==> config.mk <==
export PLATFORM = sky130hd
export DESIGN_NAME = cfg_loader
export DESIGN_NICKNAME = d
export VERILOG_FILES = /design/src/rtl/cfg_loader_pkg.sv /design/src/rtl/cfg_span_timer.sv /design/src/rtl/cfg_cclk_gen.sv /design/src/rtl/cfg_seq.sv /design/src/rtl/cfg_loader.sv
export SDC_FILE = /design/constraint.sdc
export NUM_CORES = 1
export LEC_CHECK = 0
export BUFFER_PORTS_ARGS = -buffer_cell sky130_fd_sc_hd__buf_2
export CAP_MARGIN = 20
export CORE_MARGIN = 10
export CORE_UTILIZATION = 60
export CTS_CLUSTER_SIZE = 40
export DETAILED_ROUTE_END_ITERATION = 6
export PLACE_DENSITY = 0.83
export SYNTH_ARGS = -nofsm -noshare
export SYNTH_HDL_FRONTEND = slang
export SYNTH_SLANG_ARGS = --single-unit
==> constraint.sdc <==
create_clock -name clk -period 5.5 [get_ports clk]
set_clock_uncertainty 0.1 [all_clocks]
set_input_delay 0.55 -clock clk [delete_from_list [all_inputs] [get_ports clk]]
set_output_delay 0.55 -clock clk [all_outputs]
set_load 0.02 [all_outputs]
==> src/rtl/cfg_loader_pkg.sv <==
`timescale 1ns/1ps
// Shared types for the configuration download sequencer.
package cfg_loader_pkg;

    typedef enum logic [2:0] {
        SEQ_IDLE,
        SEQ_PROG,
        SEQ_WAIT_INIT,
        SEQ_STREAM,
        SEQ_TAIL,
        SEQ_OK,
        SEQ_ERR
    } seq_state_t;

    typedef enum logic [1:0] {
        CAUSE_NONE     = 2'b00,
        CAUSE_INIT_TO  = 2'b01,
        CAUSE_INIT_LOST = 2'b10,
        CAUSE_NO_DONE  = 2'b11
    } err_cause_t;

endpackage

==> src/rtl/cfg_span_timer.sv <==
`timescale 1ns/1ps
// Cycle/event counter used for the strobe pulse, the init timeout and the
// tail clock count. It clears on clr_i and counts enabled events until it
// reaches limit_i, where it holds. Assumes limit_i is stable while counting.
module cfg_span_timer #(
    parameter int W = 8
) (
    input  logic         clk,
    input  logic         rst_n,
    input  logic         clr_i,
    input  logic         en_i,
    input  logic [W-1:0] limit_i,
    output logic         hit_o
);
    logic [W-1:0] cnt_q;

    assign hit_o = (cnt_q == limit_i);

    // Count enabled events up to the limit; clear when a new phase begins.
    always_ff @(posedge clk) begin
        if (!rst_n || clr_i) begin
            cnt_q <= '0;
        end else if (en_i && !hit_o) begin
            cnt_q <= cnt_q + W'(1);
        end
    end
endmodule

==> src/rtl/cfg_cclk_gen.sv <==
`timescale 1ns/1ps
// Configuration clock and data driver. In stream mode it accepts one byte
// per clock period, puts it on the bus while the clock is low and raises the
// clock halfway through the period. The clock stays low when no byte is
// pending. In tail mode it runs free with no data. Assumes DIV is even, >= 2.
module cfg_cclk_gen #(
    parameter int DIV = 4
) (
    input  logic       clk,
    input  logic       rst_n,
    input  logic       run_i,
    input  logic       stream_i,
    input  logic       valid_i,
    input  logic [7:0] data_i,
    input  logic       last_i,
    output logic       ready_o,
    output logic       cclk_o,
    output logic [7:0] data_o,
    output logic       last_done_o,
    output logic       beat_o
);
    localparam int HALF = DIV / 2;
    localparam int CW   = (DIV > 2) ? $clog2(DIV) : 1;

    logic          have_q;
    logic          last_q;
    logic          cclk_q;
    logic [CW-1:0] ph_q;
    logic [7:0]    data_q;
    logic          wrap;
    logic          active;
    logic          take;

    assign wrap        = (ph_q == CW'(DIV - 1));
    assign active      = have_q || (run_i && !stream_i);
    assign ready_o     = run_i && stream_i && !last_q && (!have_q || wrap);
    assign take        = ready_o && valid_i;
    assign cclk_o      = cclk_q;
    assign data_o      = data_q;
    assign last_done_o = stream_i && have_q && last_q && wrap;
    assign beat_o      = run_i && !stream_i && wrap;

    // Advance the clock phase, load bytes at period boundaries.
    always_ff @(posedge clk) begin
        if (!rst_n) begin
            have_q <= 1'b0;
            last_q <= 1'b0;
            cclk_q <= 1'b0;
            ph_q   <= '0;
            data_q <= '0;
        end else if (!run_i) begin
            have_q <= 1'b0;
            last_q <= 1'b0;
            cclk_q <= 1'b0;
            ph_q   <= '0;
        end else if (active) begin
            if (wrap) begin
                cclk_q <= 1'b0;
                ph_q   <= '0;
                have_q <= take;
                if (take) begin
                    data_q <= data_i;
                    last_q <= last_i;
                end
            end else begin
                ph_q <= ph_q + CW'(1);
                if (ph_q == CW'(HALF - 1)) begin
                    cclk_q <= 1'b1;
                end
            end
        end else if (take) begin
            have_q <= 1'b1;
            data_q <= data_i;
            last_q <= last_i;
            ph_q   <= '0;
        end
    end
endmodule

==> src/rtl/cfg_seq.sv <==
`timescale 1ns/1ps
// Bring-up sequencer: strobe pulse, init wait with timeout, streaming, tail
// clocks and the done check. The cfg_span_timer measures each phase. Assumes
// the device holds init low while it clears and raises it when ready.
module cfg_seq
    import cfg_loader_pkg::*;
#(
    parameter int PROG_LOW_CYCLES = 16,
    parameter int INIT_WAIT_MAX   = 4096,
    parameter int TAIL_CCLKS      = 8,
    parameter int TW              = 13
) (
    input  logic         clk,
    input  logic         rst_n,
    input  logic         start_i,
    input  logic         init_i,
    input  logic         done_i,
    input  logic         last_done_i,
    input  logic         beat_i,
    input  logic         hit_i,
    output logic         tmr_clr_o,
    output logic         tmr_en_o,
    output logic [TW-1:0] tmr_limit_o,
    output logic         run_o,
    output logic         stream_o,
    output seq_state_t   state_o,
    output err_cause_t   cause_o
);
    seq_state_t state_q, state_d;
    err_cause_t cause_q, cause_d;

    // Pick the next phase from the current phase and the device status.
    always_comb begin
        state_d = state_q;
        cause_d = cause_q;
        unique case (state_q)
            SEQ_IDLE, SEQ_OK, SEQ_ERR: begin
                if (start_i) begin
                    state_d = SEQ_PROG;
                    cause_d = CAUSE_NONE;
                end
            end
            SEQ_PROG: begin
                if (hit_i) state_d = SEQ_WAIT_INIT;
            end
            SEQ_WAIT_INIT: begin
                if (init_i) begin
                    state_d = SEQ_STREAM;
                end else if (hit_i) begin
                    state_d = SEQ_ERR;
                    cause_d = CAUSE_INIT_TO;
                end
            end
            SEQ_STREAM: begin
                if (!init_i) begin
                    state_d = SEQ_ERR;
                    cause_d = CAUSE_INIT_LOST;
                end else if (last_done_i) begin
                    state_d = SEQ_TAIL;
                end
            end
            SEQ_TAIL: begin
                if (!init_i) begin
                    state_d = SEQ_ERR;
                    cause_d = CAUSE_INIT_LOST;
                end else if (beat_i && hit_i) begin
                    state_d = done_i ? SEQ_OK : SEQ_ERR;
                    cause_d = done_i ? CAUSE_NONE : CAUSE_NO_DONE;
                end
            end
            default: state_d = SEQ_IDLE;
        endcase
    end

    // Hold the phase and the recorded error cause.
    always_ff @(posedge clk) begin
        if (!rst_n) begin
            state_q <= SEQ_IDLE;
            cause_q <= CAUSE_NONE;
        end else begin
            state_q <= state_d;
            cause_q <= cause_d;
        end
    end

    // Timer control: restart on each phase change, choose what it measures.
    always_comb begin
        tmr_clr_o   = (state_d != state_q);
        tmr_en_o    = 1'b0;
        tmr_limit_o = '0;
        case (state_q)
            SEQ_PROG: begin
                tmr_en_o    = 1'b1;
                tmr_limit_o = TW'(PROG_LOW_CYCLES - 1);
            end
            SEQ_WAIT_INIT: begin
                tmr_en_o    = 1'b1;
                tmr_limit_o = TW'(INIT_WAIT_MAX - 1);
            end
            SEQ_TAIL: begin
                tmr_en_o    = beat_i;
                tmr_limit_o = TW'(TAIL_CCLKS - 1);
            end
            default: ;
        endcase
    end

    assign stream_o = (state_q == SEQ_STREAM);
    assign run_o    = ((state_q == SEQ_STREAM) || (state_q == SEQ_TAIL)) && init_i;
    assign state_o  = state_q;
    assign cause_o  = cause_q;
endmodule

==> src/rtl/cfg_loader.sv <==
`timescale 1ns/1ps
// Top of the configuration download sequencer. It joins the phase sequencer,
// the phase timer and the configuration clock/data driver. Assumes the image
// stream marks its final byte with img_last_i.
module cfg_loader
    import cfg_loader_pkg::*;
#(
    parameter int PROG_LOW_CYCLES = 16,
    parameter int CCLK_DIV        = 4,
    parameter int INIT_WAIT_MAX   = 4096,
    parameter int TAIL_CCLKS      = 8
) (
    input  logic       clk,
    input  logic       rst_n,
    input  logic       start_i,
    input  logic       img_valid_i,
    input  logic [7:0] img_data_i,
    input  logic       img_last_i,
    output logic       img_ready_o,
    output logic       cfg_prog_n_o,
    output logic       cfg_cclk_o,
    output logic [7:0] cfg_data_o,
    input  logic       cfg_init_i,
    input  logic       cfg_done_i,
    output logic       busy_o,
    output logic       ok_o,
    output logic       err_o,
    output logic [1:0] err_cause_o,
    output logic       dev_not_ready_o
);
    localparam int MAX_AB = (PROG_LOW_CYCLES > INIT_WAIT_MAX) ? PROG_LOW_CYCLES : INIT_WAIT_MAX;
    localparam int MAX_L  = (MAX_AB > TAIL_CCLKS) ? MAX_AB : TAIL_CCLKS;
    localparam int TW     = $clog2(MAX_L + 1);

    logic          tmr_clr;
    logic          tmr_en;
    logic [TW-1:0] tmr_limit;
    logic          tmr_hit;
    logic          run;
    logic          stream;
    logic          last_done;
    logic          beat;
    seq_state_t    state;
    err_cause_t    cause;

    cfg_seq #(
        .PROG_LOW_CYCLES (PROG_LOW_CYCLES),
        .INIT_WAIT_MAX   (INIT_WAIT_MAX),
        .TAIL_CCLKS      (TAIL_CCLKS),
        .TW              (TW)
    ) u_seq (
        .clk         (clk),
        .rst_n       (rst_n),
        .start_i     (start_i),
        .init_i      (cfg_init_i),
        .done_i      (cfg_done_i),
        .last_done_i (last_done),
        .beat_i      (beat),
        .hit_i       (tmr_hit),
        .tmr_clr_o   (tmr_clr),
        .tmr_en_o    (tmr_en),
        .tmr_limit_o (tmr_limit),
        .run_o       (run),
        .stream_o    (stream),
        .state_o     (state),
        .cause_o     (cause)
    );

    cfg_span_timer #(.W(TW)) u_tmr (
        .clk     (clk),
        .rst_n   (rst_n),
        .clr_i   (tmr_clr),
        .en_i    (tmr_en),
        .limit_i (tmr_limit),
        .hit_o   (tmr_hit)
    );

    cfg_cclk_gen #(.DIV(CCLK_DIV)) u_cclk (
        .clk         (clk),
        .rst_n       (rst_n),
        .run_i       (run),
        .stream_i    (stream),
        .valid_i     (img_valid_i),
        .data_i      (img_data_i),
        .last_i      (img_last_i),
        .ready_o     (img_ready_o),
        .cclk_o      (cfg_cclk_o),
        .data_o      (cfg_data_o),
        .last_done_o (last_done),
        .beat_o      (beat)
    );

    assign cfg_prog_n_o    = (state != SEQ_PROG);
    assign busy_o          = (state == SEQ_PROG) || (state == SEQ_WAIT_INIT) ||
                             (state == SEQ_STREAM) || (state == SEQ_TAIL);
    assign ok_o            = (state == SEQ_OK);
    assign err_o           = (state == SEQ_ERR);
    assign err_cause_o     = cause;
    assign dev_not_ready_o = !ok_o;
endmodule

==> results by group <==
Power
  • Peak supply drop: between 300 and 400 uV
  • Sequential share of power: 39.7%
  • Psw: between 0.2 and 0.25 mW
  • Clock power share: 27.9%
  • Sw Share: 37.66%
  • Combinational share of power: 32.4%
  • Leakage: slightly below 0.8 nW
  • PwrDens: 303.7 nW/um2
  • Internal power: 0.4103 mW
  • Total design power: between 0.6 and 0.7 mW

CTS
  • Htree depth: 2
  • Resized cells post-CTS: 0
  • CTS sink cnt: 31
  • Clock root cell: clkbuf_4
  • Hold buffer count at CTS: 0
  • CTS clock-pin slew for the worst setup and hold paths: 110 ps
  • Bufs on Longest Clock Path: 2
  • Later-pin clock latency in the skew report: 340 ps
  • CTS buffer count: 5
  • CTS tree: yes
  • Postcts setup bufs: 0

Hold path
  • HP Start: img_data_i[0]
  • Worst hold endpoint: u_cclk.data_o[0]
  • Hold-critical path depth: 3
  • Hold Crit Class: input port to register

Die
  • Core area: between 3000 and 4000 um2
  • Die area: 5991 um2
  • Initial Util: 63.71%
  • I/O pin total: 32
  • Die Span X: 77.40 um
  • # rows: 20
  • Die extent in y: 77.40 um

Setup path
  • Max incr delay on CP: around 840 ps
  • Reg2Reg Capture Point: u_tmr.cnt_q[3]
  • Kind of start point of the critical path: register
  • Worst R2R Start: u_seq.state_o[1]
  • Worst path slowest cell: dfxtp_1
  • Crit path max-delay family: simple AND/OR/NAND/NOR gates
  • WP data arrival: 2470 ps
  • Crit-path max FO: 24
  • CP Buf/Inv Count: 1
  • CP Cell Sequence: nand2_1, nor2_1, and4b_1, buf_2
  • Critical path type: register to primary output
  • Required time worst endpoint: just under 5000 ps
  • CP endpoint kind: primary output
  • R2R setup slack: around 2400 ps
  • R2R cell count: 6

Logic synthesis
  • Ranking of synthesized cells by area: dfxtp_1 31%, a21oi_1 8.4%, nand3_1 5.1%
  • Post-synth top flop: dfxtp_1
  • Simple-Gate Fraction of Synth Area: 31.08%
  • Share of the synthesized area in the top cell type: 31.39%
  • Xor/xnor share of the synthesized area: 3.544%
  • YS warnings: 0
  • Synthesized instance count: between 200 and 300
  • Syn Area/Cell: 7.633 um2
  • Yosys cell types: 50
  • Post-Synth Adder-Cell Area: 1.899%
  • Multiplexer area fraction after synthesis: less than 1%
  • Cell taking the most area after synthesis: dfxtp_1
  • Post-synth EDFFs: 0
  • Largest family of logic cells by synthesized area: simple AND/OR/NAND/NOR gates
  • Synth Area in Compound Gates: 24.75%
  • Synthesized net count: 277
  • Mapped cell area: about 2000 um2
  • Register area share after synthesis: 31.39%
  • Post-synth ARST share: 0%
  • Flip-flop and latch count after synthesis: 31

Timing
  • Min cycle time layout: 3118 ps
  • Fmax: 0.3207 GHz
  • RSZ-0062 raised after global routing: no
  • Setup TNS: 0 ps
  • Slew HR: 48.00%
  • Transition time at the pin with the least slew margin: 778.9 ps
  • Final worst slack: 2382 ps
  • Setup Viol. Count Final: 0
  • Fin crit share: 56.69%
  • Slew Viols, Final: 0
  • Final Hold Viols: 0

Routing
  • DRC: 0
  • Max Used Layer: met4
  • DRT iter0 DRCs: about 240
  • Antenna Nets Post-Route: 0
  • Met3 routed WL: 434 um
  • Final wirelength: 4766 um
  • Vias per inst: between 6 and 7
  • Routed len/inst: 14.71 um
  • Met1 WL: 2145 um
  • Drt first pass iters: 5
  • Met2 wire len: 2162 um
  • DR vias: between 1500 and 2000

Place
  • Pre-CTS setup slack: 2477 ps
  • Routability cong.: about 0.88
  • I/O Buffers: 31
  • Area post-placement: 2086 um2
  • DPL Wire Length: 3443 um

Finish
  • ANT cells: 0
  • Fillers: 298
  • Layout cells sized above 1: a little under a fifth
  • Nets@finish: between 200 and 300
  • Area growth syn-to-layout: 9.620%
  • Final instance area: 2167 um2

GRT
  • Antenna violations before repair: 0
  • Number of global-route vias before repair: 1841
  • Global Route Usage Sum: approximately 16%
  • Largest net degree at the start of global routing: 28
  • Total congestion overflow: 0
  • First-pass GRT wire length: approximately 8000 um

Flow run
  • # Max-Cap Violations: 0

Outcome
  • Status: complete, no violations
registers in the layout, indices dropped and copies added (netlist names):
signal         cells
u_seq.state_o      3
u_cclk.cclk_o      1
u_cclk.data_o      8
u_cclk.ph_q        2
u_cclk.last_q      1
u_seq.cause_o      2
u_cclk.have_q      1
u_tmr.cnt_q       13
through the flow:
stage | instances | util, % | hold slack [ps]
after floorplan | 259 | - | 359.4
after global placement | 316 | 67.22 | 338.8
after detailed placement | 316 | 67.22 | 344.8
after CTS | 324 | 69.84 | 342.4
after global routing | 324 | 69.84 | 352.3
final | 324 | 69.84 | 345.3
tightest hold or removal path, stage by stage:
cell,delay (ps)
buf_2,90
nand3_1,50
a21oi_1,50
cell families (layout without fill, tap and decap cells):
kind of cell,count (synthesis),in the layout
muxes,1,1
xor gates and xnor gates,8,8
and+or+nand+nor,113,113
adders and majority gates,3,3
buffers and inverters,27,48
DFF,31,31
AOI/OAI and AO/OA,76,76
power by group through the flow:
stage / Sequential, mW / Clock, mW / Combinational, mW
floorplan: 0.247 / 0 / 0.204
global placement: 0.266 / 0 / 0.207
detailed placement: 0.266 / 0 / 0.210
CTS: 0.261 / 0.184 / 0.211
global route: 0.266 / 0.193 / 0.233
finish: 0.261 / 0.183 / 0.213
placed cells by master, fill, tap and decap left out, types with 3 or more instances in the layout:
cell type and instances:
a31oi_1 6, o211ai_1 3, nor3_1 6, buf_2 31, nor2b_1 6, nand4_1 7
xnor2_1 6, ha_1 3, o21ai_0 12, nand2b_1 5, nand2_1 25, a211oi_1 4
a21oi_1 33, o31ai_1 3, inv_1 9, nand3_1 20, and3_1 3, clkbuf_4 5
nor2_1 21, dfxtp_1 31
how the worst max path moves through the flow:
stage | depth (start not counted) | from | to
finish | 4 | u_seq.state_o[0] | img_ready_o
floorplan | 8 | u_seq.state_o[1] | u_tmr.cnt_q[11]
CTS | 4 | u_seq.state_o[1] | img_ready_o
global placement | 6 | u_seq.state_o[1] | u_tmr.cnt_q[0]
global route | 4 | u_seq.state_o[1] | img_ready_o
detailed placement | 6 | u_seq.state_o[1] | u_tmr.cnt_q[3]
metal layers:
metal | up-vias | track usage (%)
met5 | - | 0
met4 | 0 | 2.190
met3 | 5 | 6.452
met2 | 70 | 25.67
met1 | 898 | 19.31
li1 | 981 | -
Yosys cell counts, types with 3 or more instances:
| library cell | n |
|---|---|
| clkbuf_1 | 13 |
| nand2b_1 | 5 |
| nor2_1 | 21 |
| and3_1 | 3 |
| nor2b_1 | 6 |
| a211oi_1 | 4 |
| ha_1 | 3 |
| o211ai_1 | 3 |
| a31oi_1 | 6 |
| xnor2_1 | 6 |
| nand4_1 | 7 |
| nor3_1 | 6 |
| o21ai_0 | 12 |
| inv_1 | 9 |
| buf_6 | 4 |
| dfxtp_1 | 31 |
| a21oi_1 | 33 |
| nand2_1 | 25 |
| nand3_1 | 20 |
| o31ai_1 | 3 |
area by class of cell:
type                       count  area (um2)  share of cell area [%]
sequential                    31       620.6                   28.64
multi-input combinational    201        1221                   56.35
inverter                       9       33.78                   1.559
timing repair buffer          31       155.1                   7.159
tap                           44       55.05                   2.540
clock buffer                   5       37.54                   1.732
clock inverter                 3       43.79                   2.021
Note: power is estimated with default switching activity, not from simulation.
